==> src/rtl/fp_addsub_pkg.sv <==
package fp_addsub_pkg;
  typedef enum logic [1:0] {ST_IDLE, ST_EVAL, ST_ROUND} fsm_e;
  localparam int FLG_W   = 5;
  localparam int FLG_INV = 4;
  localparam int FLG_DZ  = 3;
  localparam int FLG_OVF = 2;
  localparam int FLG_UNF = 1;
  localparam int FLG_NX  = 0;
  localparam int GRS_W   = 3;
endpackage

==> src/rtl/fp_unpack.sv <==
module fp_unpack #(
  parameter int EXP_W = 8,
  parameter int MAN_W = 23
) (
  input  logic [EXP_W+MAN_W:0] op_i,
  output logic                 sign_o,
  output logic [EXP_W-1:0]     exp_o,
  output logic [MAN_W:0]       sig_o,
  output logic                 zero_o,
  output logic                 inf_o,
  output logic                 nan_o,
  output logic                 snan_o
);
  logic [EXP_W-1:0] e_raw;
  logic [MAN_W-1:0] frac;
  logic e_one, e_zero, f_zero;

  assign sign_o = op_i[EXP_W+MAN_W];
  assign e_raw  = op_i[EXP_W+MAN_W-1:MAN_W];
  assign frac   = op_i[MAN_W-1:0];
  assign e_one  = &e_raw;
  assign e_zero = ~|e_raw;
  assign f_zero = ~|frac;
  // subnormals share the scale of exponent 1
  assign exp_o  = e_zero ? EXP_W'(1) : e_raw;
  assign sig_o  = {~e_zero, frac};
  assign zero_o = e_zero & f_zero;
  assign inf_o  = e_one & f_zero;
  assign nan_o  = e_one & ~f_zero;
  assign snan_o = nan_o & ~frac[MAN_W-1];
endmodule

==> src/rtl/fp_align_add.sv <==
module fp_align_add
  import fp_addsub_pkg::*;
#(
  parameter int EXP_W = 8,
  parameter int MAN_W = 23,
  localparam int W     = 1 + EXP_W + MAN_W,
  localparam int SIG_W = MAN_W + 1,
  localparam int EXT_W = SIG_W + GRS_W,
  localparam int SUM_W = EXT_W + 1
) (
  input  logic [W-1:0]     a_i,
  input  logic [W-1:0]     b_i,
  input  logic             sa_i,
  input  logic             sb_i,
  input  logic [EXP_W-1:0] ea_i,
  input  logic [EXP_W-1:0] eb_i,
  input  logic [MAN_W:0]   siga_i,
  input  logic [MAN_W:0]   sigb_i,
  output logic             sign_o,
  output logic [EXP_W-1:0] exp_o,
  output logic [SUM_W-1:0] sum_o
);
  logic             a_big, s_big;
  logic [EXP_W-1:0] e_big, e_sml, diff;
  logic [EXT_W-1:0] x_big, x_sml, al;
  logic             st;

  assign a_big = a_i[W-2:0] >= b_i[W-2:0];

  always_comb begin
    s_big = a_big ? sa_i : sb_i;
    e_big = a_big ? ea_i : eb_i;
    e_sml = a_big ? eb_i : ea_i;
    x_big = {(a_big ? siga_i : sigb_i), GRS_W'(0)};
    x_sml = {(a_big ? sigb_i : siga_i), GRS_W'(0)};
    diff  = e_big - e_sml;
    if (diff >= EXP_W'(EXT_W)) begin
      al = '0;
      st = |x_sml;
    end else begin
      al = x_sml >> diff;
      st = |(x_sml & ~({EXT_W{1'b1}} << diff));
    end
    al[0] = al[0] | st;
    if (sa_i ^ sb_i) sum_o = {1'b0, x_big} - {1'b0, al};
    else             sum_o = {1'b0, x_big} + {1'b0, al};
    // exact cancellation gives +0
    sign_o = (sum_o == '0) ? 1'b0 : s_big;
    exp_o  = e_big;
  end
endmodule

==> src/rtl/fp_norm_round.sv <==
module fp_norm_round
  import fp_addsub_pkg::*;
#(
  parameter int EXP_W = 8,
  parameter int MAN_W = 23,
  localparam int W     = 1 + EXP_W + MAN_W,
  localparam int SIG_W = MAN_W + 1,
  localparam int EXT_W = SIG_W + GRS_W,
  localparam int SUM_W = EXT_W + 1,
  localparam int E_W   = EXP_W + 2,
  localparam int E_MAX = (1 << EXP_W) - 1
) (
  input  logic             sign_i,
  input  logic [EXP_W-1:0] exp_i,
  input  logic [SUM_W-1:0] sum_i,
  output logic [W-1:0]     res_o,
  output logic             ovf_o,
  output logic             unf_o,
  output logic             nx_o
);
  logic [E_W-1:0]   e, lz, lim, sh;
  logic [EXT_W-1:0] n;
  logic [SIG_W-1:0] mant;
  logic [SIG_W:0]   m;
  logic             up, tiny;

  always_comb begin
    e  = {2'b00, exp_i};
    lz = E_W'(EXT_W);
    for (int i = 0; i < EXT_W; i++)
      if (sum_i[i]) lz = E_W'(EXT_W - 1 - i);
    lim = e - E_W'(1);
    sh  = '0;
    if (sum_i[SUM_W-1]) begin
      n    = sum_i[SUM_W-1:1];
      n[0] = n[0] | sum_i[0];
      e    = e + E_W'(1);
    end else begin
      // left shift stops at the subnormal boundary
      sh = (lz < lim) ? lz : lim;
      n  = sum_i[EXT_W-1:0] << sh;
      e  = e - sh;
    end
    tiny = ~n[EXT_W-1];
    mant = n[EXT_W-1:GRS_W];
    nx_o = |n[GRS_W-1:0];
    up   = n[GRS_W-1] & ((|n[GRS_W-2:0]) | mant[0]);
    m    = {1'b0, mant} + (SIG_W+1)'(up);
    if (m[SIG_W]) begin
      m = m >> 1;
      e = e + E_W'(1);
    end
    ovf_o = e >= E_W'(E_MAX);
    if (ovf_o) begin
      res_o = {sign_i, {EXP_W{1'b1}}, {MAN_W{1'b0}}};
      nx_o  = 1'b1;
    end else begin
      res_o = {sign_i, (m[SIG_W-1] ? e[EXP_W-1:0] : {EXP_W{1'b0}}), m[MAN_W-1:0]};
    end
    unf_o = tiny & nx_o & ~ovf_o;
  end
endmodule

==> src/rtl/fp_addsub.sv <==
module fp_addsub
  import fp_addsub_pkg::*;
#(
  parameter int EXP_W = 8,
  parameter int MAN_W = 23,
  localparam int W     = 1 + EXP_W + MAN_W,
  localparam int SUM_W = MAN_W + 1 + GRS_W + 1
) (
  input  logic             clk_i,
  input  logic             rst_ni,
  input  logic             start_i,
  input  logic             sub_i,
  input  logic [W-1:0]     a_i,
  input  logic [W-1:0]     b_i,
  output logic             ready_o,
  output logic [W-1:0]     result_o,
  output logic [FLG_W-1:0] flags_o
);
  localparam logic [W-1:0] QNAN = {1'b0, {EXP_W{1'b1}}, 1'b1, {(MAN_W-1){1'b0}}};

  fsm_e             state_q;
  logic [W-1:0]     ops [2];
  logic             sgn [2], zro [2], inf [2], nan [2], snan [2];
  logic [EXP_W-1:0] ex  [2];
  logic [MAN_W:0]   sig [2];

  logic             add_sign, sum_sign_q;
  logic [EXP_W-1:0] add_exp, sum_exp_q;
  logic [SUM_W-1:0] add_sum, sum_q;
  logic [W-1:0]     rnd_res, spc_res;
  logic             rnd_ovf, rnd_unf, rnd_nx;
  logic             spc, spc_inv, inf_clash;

  for (genvar g = 0; g < 2; g++) begin : g_unp
    fp_unpack #(.EXP_W(EXP_W), .MAN_W(MAN_W)) u_unp (
      .op_i(ops[g]), .sign_o(sgn[g]), .exp_o(ex[g]), .sig_o(sig[g]),
      .zero_o(zro[g]), .inf_o(inf[g]), .nan_o(nan[g]), .snan_o(snan[g]));
  end

  fp_align_add #(.EXP_W(EXP_W), .MAN_W(MAN_W)) u_add (
    .a_i(ops[0]), .b_i(ops[1]), .sa_i(sgn[0]), .sb_i(sgn[1]),
    .ea_i(ex[0]), .eb_i(ex[1]), .siga_i(sig[0]), .sigb_i(sig[1]),
    .sign_o(add_sign), .exp_o(add_exp), .sum_o(add_sum));

  fp_norm_round #(.EXP_W(EXP_W), .MAN_W(MAN_W)) u_rnd (
    .sign_i(sum_sign_q), .exp_i(sum_exp_q), .sum_i(sum_q),
    .res_o(rnd_res), .ovf_o(rnd_ovf), .unf_o(rnd_unf), .nx_o(rnd_nx));

  always_comb begin
    inf_clash = inf[0] & inf[1] & (sgn[0] ^ sgn[1]);
    spc       = nan[0] | nan[1] | inf[0] | inf[1] | (zro[0] & zro[1]);
    spc_inv   = snan[0] | snan[1] | (inf_clash & ~nan[0] & ~nan[1]);
    if (nan[0] | nan[1] | inf_clash) spc_res = QNAN;
    else if (inf[0])                 spc_res = {sgn[0], {EXP_W{1'b1}}, {MAN_W{1'b0}}};
    else if (inf[1])                 spc_res = {sgn[1], {EXP_W{1'b1}}, {MAN_W{1'b0}}};
    else                             spc_res = {sgn[0] & sgn[1], {(W-1){1'b0}}};
  end

  always_ff @(posedge clk_i or negedge rst_ni) begin
    if (!rst_ni) begin
      state_q    <= ST_IDLE;
      ops[0]     <= '0;
      ops[1]     <= '0;
      sum_sign_q <= 1'b0;
      sum_exp_q  <= '0;
      sum_q      <= '0;
      ready_o    <= 1'b0;
      result_o   <= '0;
      flags_o    <= '0;
    end else begin
      ready_o <= 1'b0;
      unique case (state_q)
        ST_IDLE: if (start_i) begin
          ops[0]  <= a_i;
          ops[1]  <= {b_i[W-1] ^ sub_i, b_i[W-2:0]};
          state_q <= ST_EVAL;
        end
        ST_EVAL: if (spc) begin
          result_o         <= spc_res;
          flags_o          <= '0;
          flags_o[FLG_INV] <= spc_inv;
          ready_o          <= 1'b1;
          state_q          <= ST_IDLE;
        end else begin
          sum_sign_q <= add_sign;
          sum_exp_q  <= add_exp;
          sum_q      <= add_sum;
          state_q    <= ST_ROUND;
        end
        ST_ROUND: begin
          result_o <= rnd_res;
          flags_o  <= {1'b0, 1'b0, rnd_ovf, rnd_unf, rnd_nx};
          ready_o  <= 1'b1;
          state_q  <= ST_IDLE;
        end
        default: state_q <= ST_IDLE;
      endcase
    end
  end
endmodule

==> config.mk <==
export PLATFORM = sky130hd
export DESIGN_NAME = fp_addsub
export DESIGN_NICKNAME = d
export VERILOG_FILES = /design/src/rtl/fp_addsub_pkg.sv /design/src/rtl/fp_unpack.sv /design/src/rtl/fp_align_add.sv /design/src/rtl/fp_norm_round.sv /design/src/rtl/fp_addsub.sv
export SDC_FILE = /design/constraint.sdc
export NUM_CORES = 1
export LEC_CHECK = 0
export ABC_AREA = 1
export BUFFER_PORTS_ARGS = -buffer_cell sky130_fd_sc_hd__buf_2
export CORE_MARGIN = 5
export CORE_UTILIZATION = 65
export CTS_CLUSTER_DIAMETER = 100
export DETAILED_ROUTE_END_ITERATION = 6
export HOLD_SLACK_MARGIN = 0.03
export PLACE_DENSITY = 0.84
export SLEW_MARGIN = 10
export SYNTH_ARGS = -nofsm -noshare
export SYNTH_HDL_FRONTEND = slang
export SYNTH_HIERARCHICAL = 1
export SYNTH_SLANG_ARGS = --single-unit
==> constraint.sdc <==
create_clock -name clk_i -period 11.7 [get_ports clk_i]
set_input_delay 0.585 -clock clk_i [delete_from_list [all_inputs] [get_ports clk_i]]
set_output_delay 0.585 -clock clk_i [all_outputs]
set_load 0.05 [all_outputs]
==> flow_summary_export.csv <==
group,metric,value,unit
grt,grt.total_usage,37.6,%
synth,synthTopCellsByArea,"nand2_1, dfrtp_1, nand3_1",
synth,yosys.area_share.simple,43.9,%
route,dr.pass1.iters,7,
sta,max_freq,116,MHz
floorplanning,die_h,178,µm
clock_network,clk_pin_slew,0.08,ns
clock_network,ctsResizeCount,0,
grt,grt-ovfl-total,0,
floorplanning,boundaryPins,106,
floorplanning,fp.dieW,178,µm
worst_setup_path,critPathTopFamily,"simple AND/OR/NAND/NOR gates",
route,drt_first_iter_violations,2750,
synth,syn_area,0.0184,mm²
clock_network,cts_buffers,17,
sta,setup_viol,0,
synth,synth_compound_area_share,9.86,%
synth,yosysSeqAreaShare,19.1,%
placement,dp_hpwl,46600,µm
clock_network,root_buffer,"clkbuf_16",
grt,grt_pass1_vias,18759,
synth,synthAdderAreaFrac,6.97,%
clock_network,clk_latency,0.43,ns
synth,synth_top_family_by_area,"simple AND/OR/NAND/NOR gates",
status,status,"finished with violations",
synth,yosys.area_share.xor_xnor,2.17,%
final_layout,final_cell_mix,"nand2_1, nand3_1, inv_1",
sta,worstMarginPinSlew,1.08,ns
synth,synth.avg_cell_area,6.07,µm²
placement,dp_slack,3.29,ns
sta,relSlewSlack,27.4,%
route,vias_per_cell,6.04,
worst_setup_path,slowest_delay,0.65,ns
sta,finalHoldViolCount,0,
floorplanning,start_util,65.9,%
placement,finalWeightedCongestion,1.04,
clock_network,cts.sinks,140,
worst_setup_path,cp.depth,56,
final_layout,n_antenna_cell,0,
worst_setup_path,r2r.worst_path.cells,56,
synth,synth_cell_types,62,
worst_setup_path,cp_common_cell,"nand2_1",
synth,yosysTopAreaCell,"nand2_1",
sta,fin_skew,0.0153,ns
synth,synth_flop_cell,"dfrtp_1",
route,wire_per_inst,18.2,µm
final_layout,drive_gt1_share,12.4,%
clock_network,post_cts_buffers,0,
worst_setup_path,startpoint_type,"flip-flop",
route,wirelength,61200,µm
final_layout,nNetsFinal,3140,
final_layout,fin_cells,3362,
synth,synth_cells,3023,
worst_setup_path,cp.arrival,8.98,ns
placement,dp_cells,3330,
clock_network,clk_path_buf_depth,2,
flow_run,cap_viol_max_count,0,
floorplanning,rows,61,
sta,fin_ws,3.04,ns
synth,ys_async_sr_fraction,100,%
sta,rsz0062_at_grt,"false",
sta,slew_violations,0,
sta,min_period,8.66,ns
worst_setup_path,cp_slowest_cell,"nor2_2",
status,violations,"design-rule violations",
final_layout,syn2layout_area_growth,2.66,%
sta,fin_crit_sh,74.0,%
worst_setup_path,cp-end-kind,"flip-flop",
placement,port_buffers,104,
route,vias,20310,
grt,grt_pass1_wl,95600,µm
clock_network,htreeDepth,4,
worst_setup_path,path_buf_inv,6,
floorplanning,die-area,0.0317,mm²
synth,syn-num-nets,3192,
grt,grt_max_degree,119,
grt,antenna_found_initial,2,
synth,synth.area.mux_share,4.04,%
clock_network,cts_tree,"built",
worst_setup_path,critPathKind,"reg -> reg",
synth,ys_seq_elements,140,
final_layout,mostFrequentLayoutCell,"nand2_1",
worst_setup_path,cp.required,12.02,ns
min_path,hold_class,"in -> async",
worst_setup_path,path_max_fanout,118,
synth,synth_edf_count,0,
route,drc,2,
synth,yosysWarnings,6,
clock_network,ctsHoldBuffers,0,
sta,holdWs,0.132,ns
floorplanning,core,0.0279,mm²
route,detail-route-antenna-nets,0,
sta,tns,0,ns
synth,netlist.area_leader.share,19.4,%
sequential cells by signal (all words and copies together) (netlist names):
register    count
sum_sign_q      1
flags_o         4
ops            64
sum_q          28
sum_exp_q       8
state_q         2
result_o       32
ready_o         1
per-stage QoR:
step | utilization [%] | cell area, µm²
2_1_floorplan | - | 18400
3_3_place_gp | 65.6 | 18300
3_5_place_dp | 65.6 | 18300
4_1_cts | 67.6 | 18800
5_1_grt | 67.6 | 18800
6_report | 67.6 | 18800
Yosys cell counts, types with 9 or more instances:
cell type / n
o211ai_1: 11
a21oi_1: 125
inv_1: 333
nand3_1: 374
nor4_1: 12
nand2_1: 948
inv_2: 22
xor2_1: 33
nand4_1: 59
o21ai_0: 99
dfrtp_1: 140
a31oi_1: 25
buf_6: 19
buf_4: 66
clkbuf_1: 54
buf_2: 30
nand2_2: 31
nor3_1: 31
or2_2: 15
buf_1: 17
nand3_2: 12
nor2_2: 17
nor2_1: 247
mux2_2: 64
o21ai_1: 15
nor3_2: 20
ha_1: 99
nand3b_1: 9
metal layers:
metal / wire length (µm) / part of all wire, % / track usage (%)
met1: 23400 / 38 / 46.5
met4: 3930 / 6.4 / 21.1
met5: 51 / 0.083 / 0
met2: 28600 / 47 / 62.7
met3: 5220 / 8.5 / 5.81
path summary, 6_finish.rpt:
| kind | from | end | slack (ns) |
|---|---|---|---|
| max | ops[26] | sum_sign_q | 3.04 |
| min | rst_ni | sum_q[20] | 0.13 |
| max reg2reg | ops[26] | sum_sign_q | 3.04 |
| min reg2reg | result_o[1] | result_o[1] | 0.47 |
| max in group asynchronous | rst_ni | ops[2] | 10.15 |
| min in group clk_i | a_i[3] | ops[35] | 0.38 |
worst register-to-register path, delay by kind of cell, from the launching register on:
kind | cells | cell delay (ns)
fa+ha+maj | 4 | 0.89
compound gates | 13 | 2.13
simple gates | 33 | 4.63
flops | 1 | 0.45
buf+inv | 6 | 0.43
logic make-up after synthesis:
logic type                 count (synthesis)
and+or+nand+nor                         1802
adders and majority gates                101
DFF                                      140
other                                      2
buffers and inverters                    550
AOI/OAI and AO/OA                        319
muxes                                     66
xor gates and xnor gates                  43
layout make-up:
cell class / instances / area [µm²]
multi-input cells: 2333 / 12300
fillers: 2549 / 9020
flip-flops and latches: 140 / 3500
inverters: 359 / 1350
repair buffers: 120 / 647
well taps: 378 / 473
clock buffers: 18 / 439
clock inverters: 14 / 125
Power is left out: the tool's default activity adds up to more than one toggle a clock period on the data nets, which glitch-free logic cannot reach.
